**config.mk**
```make
export PLATFORM = sky130hd
export DESIGN_NAME = cfg_serial_if
export DESIGN_NICKNAME = d
export VERILOG_FILES = /design/src/rtl/cfg_serial_pkg.sv /design/src/rtl/cfg_serial_ctrl.sv /design/src/rtl/cfg_serial_dpath.sv /design/src/rtl/cfg_serial_if.sv
export SDC_FILE = /design/constraint.sdc
export NUM_CORES = 1
export LEC_CHECK = 0
export BUFFER_PORTS_ARGS = -buffer_cell sky130_fd_sc_hd__buf_2
export CORE_ASPECT_RATIO = 1.25
export CORE_MARGIN = 4
export CORE_UTILIZATION = 30
export CTS_BUF_LIST = sky130_fd_sc_hd__clkbuf_4 sky130_fd_sc_hd__clkbuf_8
export CTS_CLUSTER_DIAMETER = 50
export DETAILED_ROUTE_END_ITERATION = 8
export GPL_ROUTABILITY_DRIVEN = 0
export HOLD_SLACK_MARGIN = 0.1
export PLACE_DENSITY = 0.48
export SYNTH_ARGS = -nofsm -noshare
export SYNTH_HDL_FRONTEND = slang
export SYNTH_SLANG_ARGS = --single-unit
export TNS_END_PERCENT = 30
```
**constraint.sdc**
```tcl
create_clock -name serClk -period 2.2 [get_ports serClk]
set_clock_uncertainty 0.1 [all_clocks]
set_input_delay 0.44 -clock serClk [delete_from_list [all_inputs] [get_ports serClk]]
set_output_delay 0.44 -clock serClk [all_outputs]
set_load 0.01 [all_outputs]
```
**src/rtl/cfg_serial_pkg.sv**
```systemverilog
package cfg_serial_pkg;

  localparam int BANK_W = 3;

  typedef enum logic [BANK_W-1:0] {
    BANK_CTRL = 3'b000,
    BANK_TXF  = 3'b001,
    BANK_RXF  = 3'b010,
    BANK_TEST = 3'b011
  } bank_e;

  // Control word field positions
  localparam int CB_TXPWR   = 0;
  localparam int CB_RXPWR   = 1;
  localparam int CB_LOOP    = 2;
  localparam int CB_ADCBYP  = 3;
  localparam int CB_RXFBYP  = 4;
  localparam int CB_TXATT   = 5;
  localparam int CB_DACOUT  = 6;
  localparam int CB_TXFBYP  = 7;
  localparam int CB_DRVBYP  = 8;
  localparam int CB_PGA_LSB = 9;
  localparam int PGA_W      = 3;

  localparam logic [11:0] CTRL_RESET = 12'h003;

  // Strobes from control to datapath
  typedef struct packed {
    logic              shiftEn;
    logic              wrCtrl;
    logic              wrTx;
    logic              wrRx;
    logic              loadRead;
    logic              rdSlot;
    logic [BANK_W-1:0] readSel;
  } strobe_t;

endpackage

```
**src/rtl/cfg_serial_ctrl.sv**
```systemverilog
module cfg_serial_ctrl
  import cfg_serial_pkg::*;
#(
  parameter int FRAME_W = 16,
  parameter int PAY_W   = 12
) (
  input  logic              serClk,
  input  logic              rstN,
  input  logic              frameEn,
  input  logic              hdrRw,
  input  logic [BANK_W-1:0] hdrSel,
  input  logic              hdrDual,
  output strobe_t           stb,
  output logic              readPending
);

  localparam int CNT_W = $clog2(FRAME_W + 1);

  logic [CNT_W-1:0] bitCnt;
  logic             frameFull;
  logic             lastBit;

  assign lastBit = frameEn && !frameFull && (bitCnt == CNT_W'(FRAME_W - 1));

  always_comb begin
    stb         = '0;
    stb.shiftEn = frameEn && !frameFull;
    stb.rdSlot  = frameEn && !frameFull && readPending;
    stb.readSel = hdrSel;
    if (lastBit) begin
      if (hdrRw) begin
        stb.loadRead = 1'b1;
      end else begin
        case (bank_e'(hdrSel))
          BANK_CTRL: stb.wrCtrl = 1'b1;
          BANK_TXF: begin
            stb.wrTx = 1'b1;
            stb.wrRx = hdrDual;
          end
          BANK_RXF: begin
            stb.wrRx = 1'b1;
            stb.wrTx = hdrDual;
          end
          default: ;
        endcase
      end
    end
  end

  always_ff @(posedge serClk or negedge rstN) begin
    if (!rstN) begin
      bitCnt    <= '0;
      frameFull <= 1'b0;
    end else if (!frameEn) begin
      bitCnt    <= '0;
      frameFull <= 1'b0;
    end else if (!frameFull) begin
      bitCnt <= bitCnt + 1'b1;
      if (lastBit) begin
        frameFull <= 1'b1;
      end
    end
  end

  always_ff @(posedge serClk or negedge rstN) begin
    if (!rstN) begin
      readPending <= 1'b0;
    end else if (stb.loadRead) begin
      readPending <= 1'b1;
    end else if (frameEn && readPending && bitCnt == CNT_W'(PAY_W)) begin
      readPending <= 1'b0;
    end
  end


  bit_cnt_bound_chk: assert property (@(posedge serClk) disable iff (!rstN)
    bitCnt <= CNT_W'(FRAME_W));


  abort_clears_cnt_chk: assert property (@(posedge serClk) disable iff (!rstN)
    !frameEn |=> (bitCnt == '0) && !frameFull);

endmodule

```
**src/rtl/cfg_serial_dpath.sv**
```systemverilog
module cfg_serial_dpath
  import cfg_serial_pkg::*;
#(
  parameter int FRAME_W = 16,
  parameter int PAY_W   = 12,
  parameter int FILT_W  = 11
) (
  input  logic              serClk,
  input  logic              rstN,
  input  logic              frameEn,
  input  logic              sdi,
  input  strobe_t           stb,
  output logic              hdrRw,
  output logic [BANK_W-1:0] hdrSel,
  output logic              hdrDual,
  output logic [PAY_W-1:0]  ctrlReg,
  output logic [FILT_W-1:0] txFilt,
  output logic [FILT_W-1:0] rxFilt,
  output logic              sdoBit,
  output logic              sdoEn
);

  localparam int IDX_W = $clog2(PAY_W + 1);
  localparam int PAD_W = PAY_W - FILT_W;

  logic [FRAME_W-2:0] shiftReg;
  logic [FRAME_W-1:0] frameWord;
  logic [PAY_W-1:0]   readMux;
  logic [PAY_W-1:0]   outReg;
  logic [PAY_W-1:0]   outView;
  logic [IDX_W-1:0]   outIdx;

  assign frameWord = {shiftReg, sdi};
  assign hdrRw     = frameWord[FRAME_W-1];
  assign hdrSel    = frameWord[PAY_W +: BANK_W];
  assign hdrDual   = frameWord[PAY_W-1];

  always_ff @(posedge serClk or negedge rstN) begin
    if (!rstN) begin
      shiftReg <= '0;
    end else if (stb.shiftEn) begin
      shiftReg <= frameWord[FRAME_W-2:0];
    end
  end

  always_ff @(posedge serClk or negedge rstN) begin
    if (!rstN) begin
      ctrlReg <= PAY_W'(CTRL_RESET);
      txFilt  <= '0;
      rxFilt  <= '0;
    end else begin
      if (stb.wrCtrl) ctrlReg <= frameWord[PAY_W-1:0];
      if (stb.wrTx)   txFilt  <= frameWord[FILT_W-1:0];
      if (stb.wrRx)   rxFilt  <= frameWord[FILT_W-1:0];
    end
  end

  always_comb begin
    case (bank_e'(stb.readSel))
      BANK_CTRL: readMux = ctrlReg;
      BANK_TXF:  readMux = {{PAD_W{1'b0}}, txFilt};
      BANK_RXF:  readMux = {{PAD_W{1'b0}}, rxFilt};
      default:   readMux = '0;
    endcase
  end

  always_ff @(posedge serClk or negedge rstN) begin
    if (!rstN) begin
      outReg <= '0;
    end else if (stb.loadRead) begin
      outReg <= readMux;
    end
  end

  assign outView = outReg << outIdx;

  always_ff @(negedge serClk or negedge rstN) begin
    if (!rstN) begin
      outIdx <= '0;
      sdoBit <= 1'b0;
      sdoEn  <= 1'b0;
    end else if (!frameEn) begin
      outIdx <= '0;
      sdoEn  <= 1'b0;
    end else if (stb.rdSlot && outIdx < IDX_W'(PAY_W)) begin
      sdoBit <= outView[PAY_W-1];
      sdoEn  <= 1'b1;
      outIdx <= outIdx + 1'b1;
    end else begin
      sdoEn <= 1'b0;
    end
  end


  ctrl_hold_chk: assert property (@(posedge serClk) disable iff (!rstN)
    !stb.wrCtrl |=> $stable(ctrlReg));


  tx_only_keeps_rx_chk: assert property (@(posedge serClk) disable iff (!rstN)
    (stb.wrTx && !stb.wrRx) |=> $stable(rxFilt));


  rx_only_keeps_tx_chk: assert property (@(posedge serClk) disable iff (!rstN)
    (stb.wrRx && !stb.wrTx) |=> $stable(txFilt));


  dual_equal_chk: assert property (@(posedge serClk) disable iff (!rstN)
    (stb.wrTx && stb.wrRx) |=> (txFilt == rxFilt));


  read_no_write_chk: assert property (@(posedge serClk) disable iff (!rstN)
    stb.loadRead |=> $stable(ctrlReg) && $stable(txFilt) && $stable(rxFilt));

endmodule

```
**src/rtl/cfg_serial_if.sv**
```systemverilog
module cfg_serial_if
  import cfg_serial_pkg::*;
#(
  parameter int FRAME_W = 16,
  parameter int PAY_W   = 12,
  parameter int FILT_W  = 11
) (
  input  logic              serClk,
  input  logic              rstN,
  input  logic              frameEn,
  input  logic              sdi,
  output logic              sdoBit,
  output logic              sdoEn,
  output logic [PAY_W-1:0]  ctrlWord,
  output logic [FILT_W-1:0] txFiltWord,
  output logic [FILT_W-1:0] rxFiltWord,
  output logic              lineDrvEn,
  output logic              txFiltAmpEn
);

  strobe_t           stb;
  logic              readPending;
  logic              hdrRw;
  logic [BANK_W-1:0] hdrSel;
  logic              hdrDual;

  cfg_serial_ctrl #(
    .FRAME_W(FRAME_W),
    .PAY_W  (PAY_W)
  ) ctrl_i (
    .serClk     (serClk),
    .rstN       (rstN),
    .frameEn    (frameEn),
    .hdrRw      (hdrRw),
    .hdrSel     (hdrSel),
    .hdrDual    (hdrDual),
    .stb        (stb),
    .readPending(readPending)
  );

  cfg_serial_dpath #(
    .FRAME_W(FRAME_W),
    .PAY_W  (PAY_W),
    .FILT_W (FILT_W)
  ) dpath_i (
    .serClk (serClk),
    .rstN   (rstN),
    .frameEn(frameEn),
    .sdi    (sdi),
    .stb    (stb),
    .hdrRw  (hdrRw),
    .hdrSel (hdrSel),
    .hdrDual(hdrDual),
    .ctrlReg(ctrlWord),
    .txFilt (txFiltWord),
    .rxFilt (rxFiltWord),
    .sdoBit (sdoBit),
    .sdoEn  (sdoEn)
  );

  assign lineDrvEn   = ctrlWord[CB_TXPWR] & ~ctrlWord[CB_DACOUT] & ~ctrlWord[CB_DRVBYP];
  assign txFiltAmpEn = ctrlWord[CB_TXPWR] & ~ctrlWord[CB_TXFBYP];


  sdo_needs_pending_chk: assert property (@(posedge serClk) disable iff (!rstN)
    sdoEn |-> readPending);

endmodule

```
Yosys cells after proc, flatten, opt, wreduce, memory -nomap -nowiden --
Index checks and enable logic that the tools add are counted.
Storage, ports and cells: logic and storage cells 54, register bits after elaboration 74
Cells by class: muxes and demuxes 17, order comparisons 1, reductions and logical operators 10, bitwise operators 6, add/subtract/negate cells 2, shifts and indexed selects 1, equality and inequality tests 6
Operator list (number):
- $pmux 12 s3 | 1
- $mux 4 | 3
- $shl 12x4->12 | 1
- $eq 5x4->1 const B | 2
- $mux 5 | 2
- $mux 1 | 9
- $logic_and 1x1->1 | 6
- $add 5x1->5 const B | 1
- $add 4x1->4 const B | 1
- $lt 4x4->1 const B | 1
- $pmux 2 s2 | 1
- $and 1x1->1 | 3
- $eq 3x1->1 const B | 1
- $eq 3x2->1 const B | 1
- $logic_not 3->1 | 1
- $mux 3 | 1
- $not 1->1 | 3
- $ne 2x1->1 const B | 1
- $ne 2x2->1 const B | 1
- $reduce_and 2->1 | 1
- $reduce_bool 2->1 | 1
- $logic_not 1->1 | 1

Depth between registers and ports, before layout --
depth in word-level cells 6, depth in mapped cells 7, gate-level depth less buffers 6

Cells and area by module --
A second synthesis with hierarchy kept.
Unflattened totals: cell total of the unflattened synthesis 251, area total of the unflattened synthesis 3377.0 um^2
Modules (own cells, without submodules):
- cfg_serial_dpath | cells each 202, area an instance 2894.0 um^2, instances 1
- cfg_serial_ctrl | cells each 47, area an instance 464.2 um^2, instances 1
- cfg_serial_if | cells each 2, area an instance 18.8 um^2, instances 1

==> impl_metrics.json <==
{
  "outcome": "finished with violations",
  "violations": "negative setup slack",
  "finish.net_count": 327,
  "setup_viol": 6,
  "cts_tree": "built",
  "vias": 2160,
  "via_per_inst": 4.72,
  "worst_pin_slew_ns": 0.771,
  "hpwl_mm": 5.25,
  "wirelength_mm": 7.38,
  "critPathLaunchType": "register",
  "dpl.cell_count": 439,
  "layout_commonest_cell": "dfrtp_1",
  "placementRows": 43,
  "hold_ws_ns": 0.288,
  "grt_first_pass_wirelength_mm": 12.6,
  "syn_to_final_growth_pct": 22.2,
  "cts_inserted_buffers": 9,
  "synth-seq-cells": 74,
  "fp.coreArea_um2": 11100,
  "ir_drop_v": 0.000314,
  "synth.distinct_cells": 40,
  "slew-limit-headroom_pct": 48.6,
  "cts-htree-levels": 3,
  "drt_iter0_drc": 62,
  "hold_violations": 0,
  "cap_violations": 0,
  "io_buffer_count": 41,
  "dominantRegCellSynth": "dfrtp_1",
  "syn_area_per_cell_um2": 13.8,
  "critPathKind": "reg -> reg",
  "wl_met2_mm": 3.69,
  "route.antenna.remaining_nets": 0,
  "drt_pass1_iterations": 4,
  "swShare_pct": 28.8,
  "power_mw": 2.98,
  "initial_core_util_pct": 30.6,
  "syn_area_um2": 3410,
  "power_frac_clock_pct": 30.9,
  "routedWlPerCell_um": 16.1,
  "final_cell_mix": "dfrtp_1 (66), buf_2 (39), mux2_4 (30), buf_4 (30), nand2_1 (20)",
  "p_leak_nw": 2.15,
  "final_layout_size_suffix_gt1_share_pct": 46.4,
  "grt_pass1_vias": 2330,
  "clock-root-buffer": "clkbuf_8",
  "wl_met3_um": 233,
  "intPower_mw": 2.12,
  "drc": 0,
  "top_layer": "met4",
  "synthTopCellsByArea": "dfrtp_1 (48%), mux2_4 (13%), mux2_2 (6.3%)",
  "arrival_ns": 1.65,
  "fp.dieH_um": 127,
  "synth_edf_count": 0,
  "met1Wirelength_mm": 3.29,
  "grt_start_max_net_pins": 61,
  "clock_path_buffers": 2,
  "p_seq_share_pct": 53.5,
  "antenna_found_initial": 0,
  "end_kind": "register",
  "crit_fanout": 2,
  "overflow": 0,
  "fillers": 1064,
  "synth_fp_nets": 256,
  "cts_sinks": 74,
  "fin_ws_ns": -0.471,
  "num_antenna_cells": 0,
  "synth_top_area_cell": "dfrtp_1",
  "path_clk_slew_ns": 0.07,
  "switchingPower_mw": 0.857,
  "p_comb_share_pct": 15.6,
  "ys_warn_count": 0,
  "final.setup.tns_ns": -1.35,
  "die_x_um": 103,
  "async_flop_share_pct": 100,
  "yosysSeqAreaShare_pct": 54.3,
  "rsz0062_at_grt": "yes",
  "stdcell_count": 458,
  "die_area_um2": 13200,
  "clk_latency_ns": 0.34,
  "syn_inst": 248,
  "cp.required_ns": 1.18,
  "post-route-util_pct": 37.5,
  "hold_path.class": "in -> reg",
  "grt_usage_pct": 12.7,
  "slew_viol_final": 0,
  "io_pins": 42,
  "synth_top_area_share_pct": 48.4,
  "powerDensity_nw_per_um2": 714
}
[kinds of logic after synthesis]
logic type	Yosys count	synth area share [%]
adder cells (fa/ha/maj)	4	1.47
buffers and inverters	19	3.56
AO/OA/AOI/OAI	36	7.48
AND/OR/NAND/NOR	46	7.26
multiplexers	65	24.9
XOR/XNOR	4	1.03
flip-flops	74	54.3
[registers in the layout, indices dropped and copies added (netlist names)]
signal and count:
dpath_i.txFilt 11, ctrl_i.bitCnt 5, dpath_i.sdoEn 1, dpath_i.ctrlReg 12
dpath_i.outIdx 4, dpath_i.outReg 12, dpath_i.shiftReg 15, dpath_i.rxFilt 11
dpath_i.sdoBit 1, ctrl_i.frameFull 1, ctrl_i.readPending 1
[what timing repair did]
action	in CTS	in global routing
pin swaps	6	0
hold buffers	1	0
setup buffers	2	1
endpoints found under the hold margin	8	0
resized for setup	2	4
endpoints found under the setup margin	7	12
[worst max-delay path, stage by stage, from the launching register on]
cell	delay, ns
dfrtp_1	0.38
mux4_2	0.46
nor2_1	0.11
a311oi_1	0.06
a221o_1	0.30
[cell usage after synthesis, drive strengths merged (4+ instances only)]
cell type,count
o21ai,13
inv,5
xnor2,4
clkbuf,4
mux2,49
mux2i,14
nand2,21
a22o,11
ha,4
and2,5
buf,10
nor2b,6
dfrtn,6
dfrtp,66
[metal layers]
metal,GRT usage [%],up-vias
li1,-,1029
met1,16.7,1079
met2,20.1,37
met3,2.79,15
met4,5.11,0
met5,0,-
[worst paths after layout]
path / start / slack [ns] / endpoint / depth (start not counted)
worst max-delay path: dpath_i.outReg[6]$_DFFE_PN0P_ / -0.47 / dpath_i.sdoBit$_DFFE_NN0P_ / 4
worst min-delay path: sdi / 0.29 / dpath_i.rxFilt[0]$_DFFE_PN0P_ / 2
worst max register to register: dpath_i.outReg[6]$_DFFE_PN0P_ / -0.47 / dpath_i.sdoBit$_DFFE_NN0P_ / 4
worst min register to register: dpath_i.outReg[11]$_DFFE_PN0P_ / 0.39 / dpath_i.outReg[11]$_DFFE_PN0P_ / 2
max in group asynchronous: rstN / 0.38 / dpath_i.outIdx[3]$_DFFE_NN0P_ / 2
min in group asynchronous: rstN / 0.40 / ctrl_i.readPending$_DFFE_PN0P_ / 2
[final cells by class]
class                      count  area (um^2)  area share [%]
clock buffer                  10          138            3.30
clock inverter                 5         31.3           0.750
inverter                       5         21.3           0.510
multi-input combinational    155         1470            35.1
sequential                    74         1850            44.5
tap                          135          169            4.05
timing repair buffer          74          493            11.8
[stage by stage]
stage / cell area, um^2 / worst slack, ns
2_1_floorplan: 3430 / -0.398
5_1_grt: 4170 / -0.491
4_1_cts: 4150 / -0.473
3_5_place_dp: 3950 / -0.463
6_report: 4170 / -0.471
3_3_place_gp: 3950 / -0.451
[power by group through the flow]
| stage | Clock [mW] | Sequential [mW] | Combinational, mW |
|---|---|---|---|
| floorplan | 0 | 1.59 | 0.313 |
| global placement | 0 | 1.62 | 0.463 |
| detailed placement | 0 | 1.62 | 0.460 |
| CTS | 0.966 | 1.60 | 0.464 |
| global route | 1.04 | 1.62 | 0.514 |
| finish | 0.920 | 1.59 | 0.465 |
No activity file was read; power rests on OpenSTA's default activity.
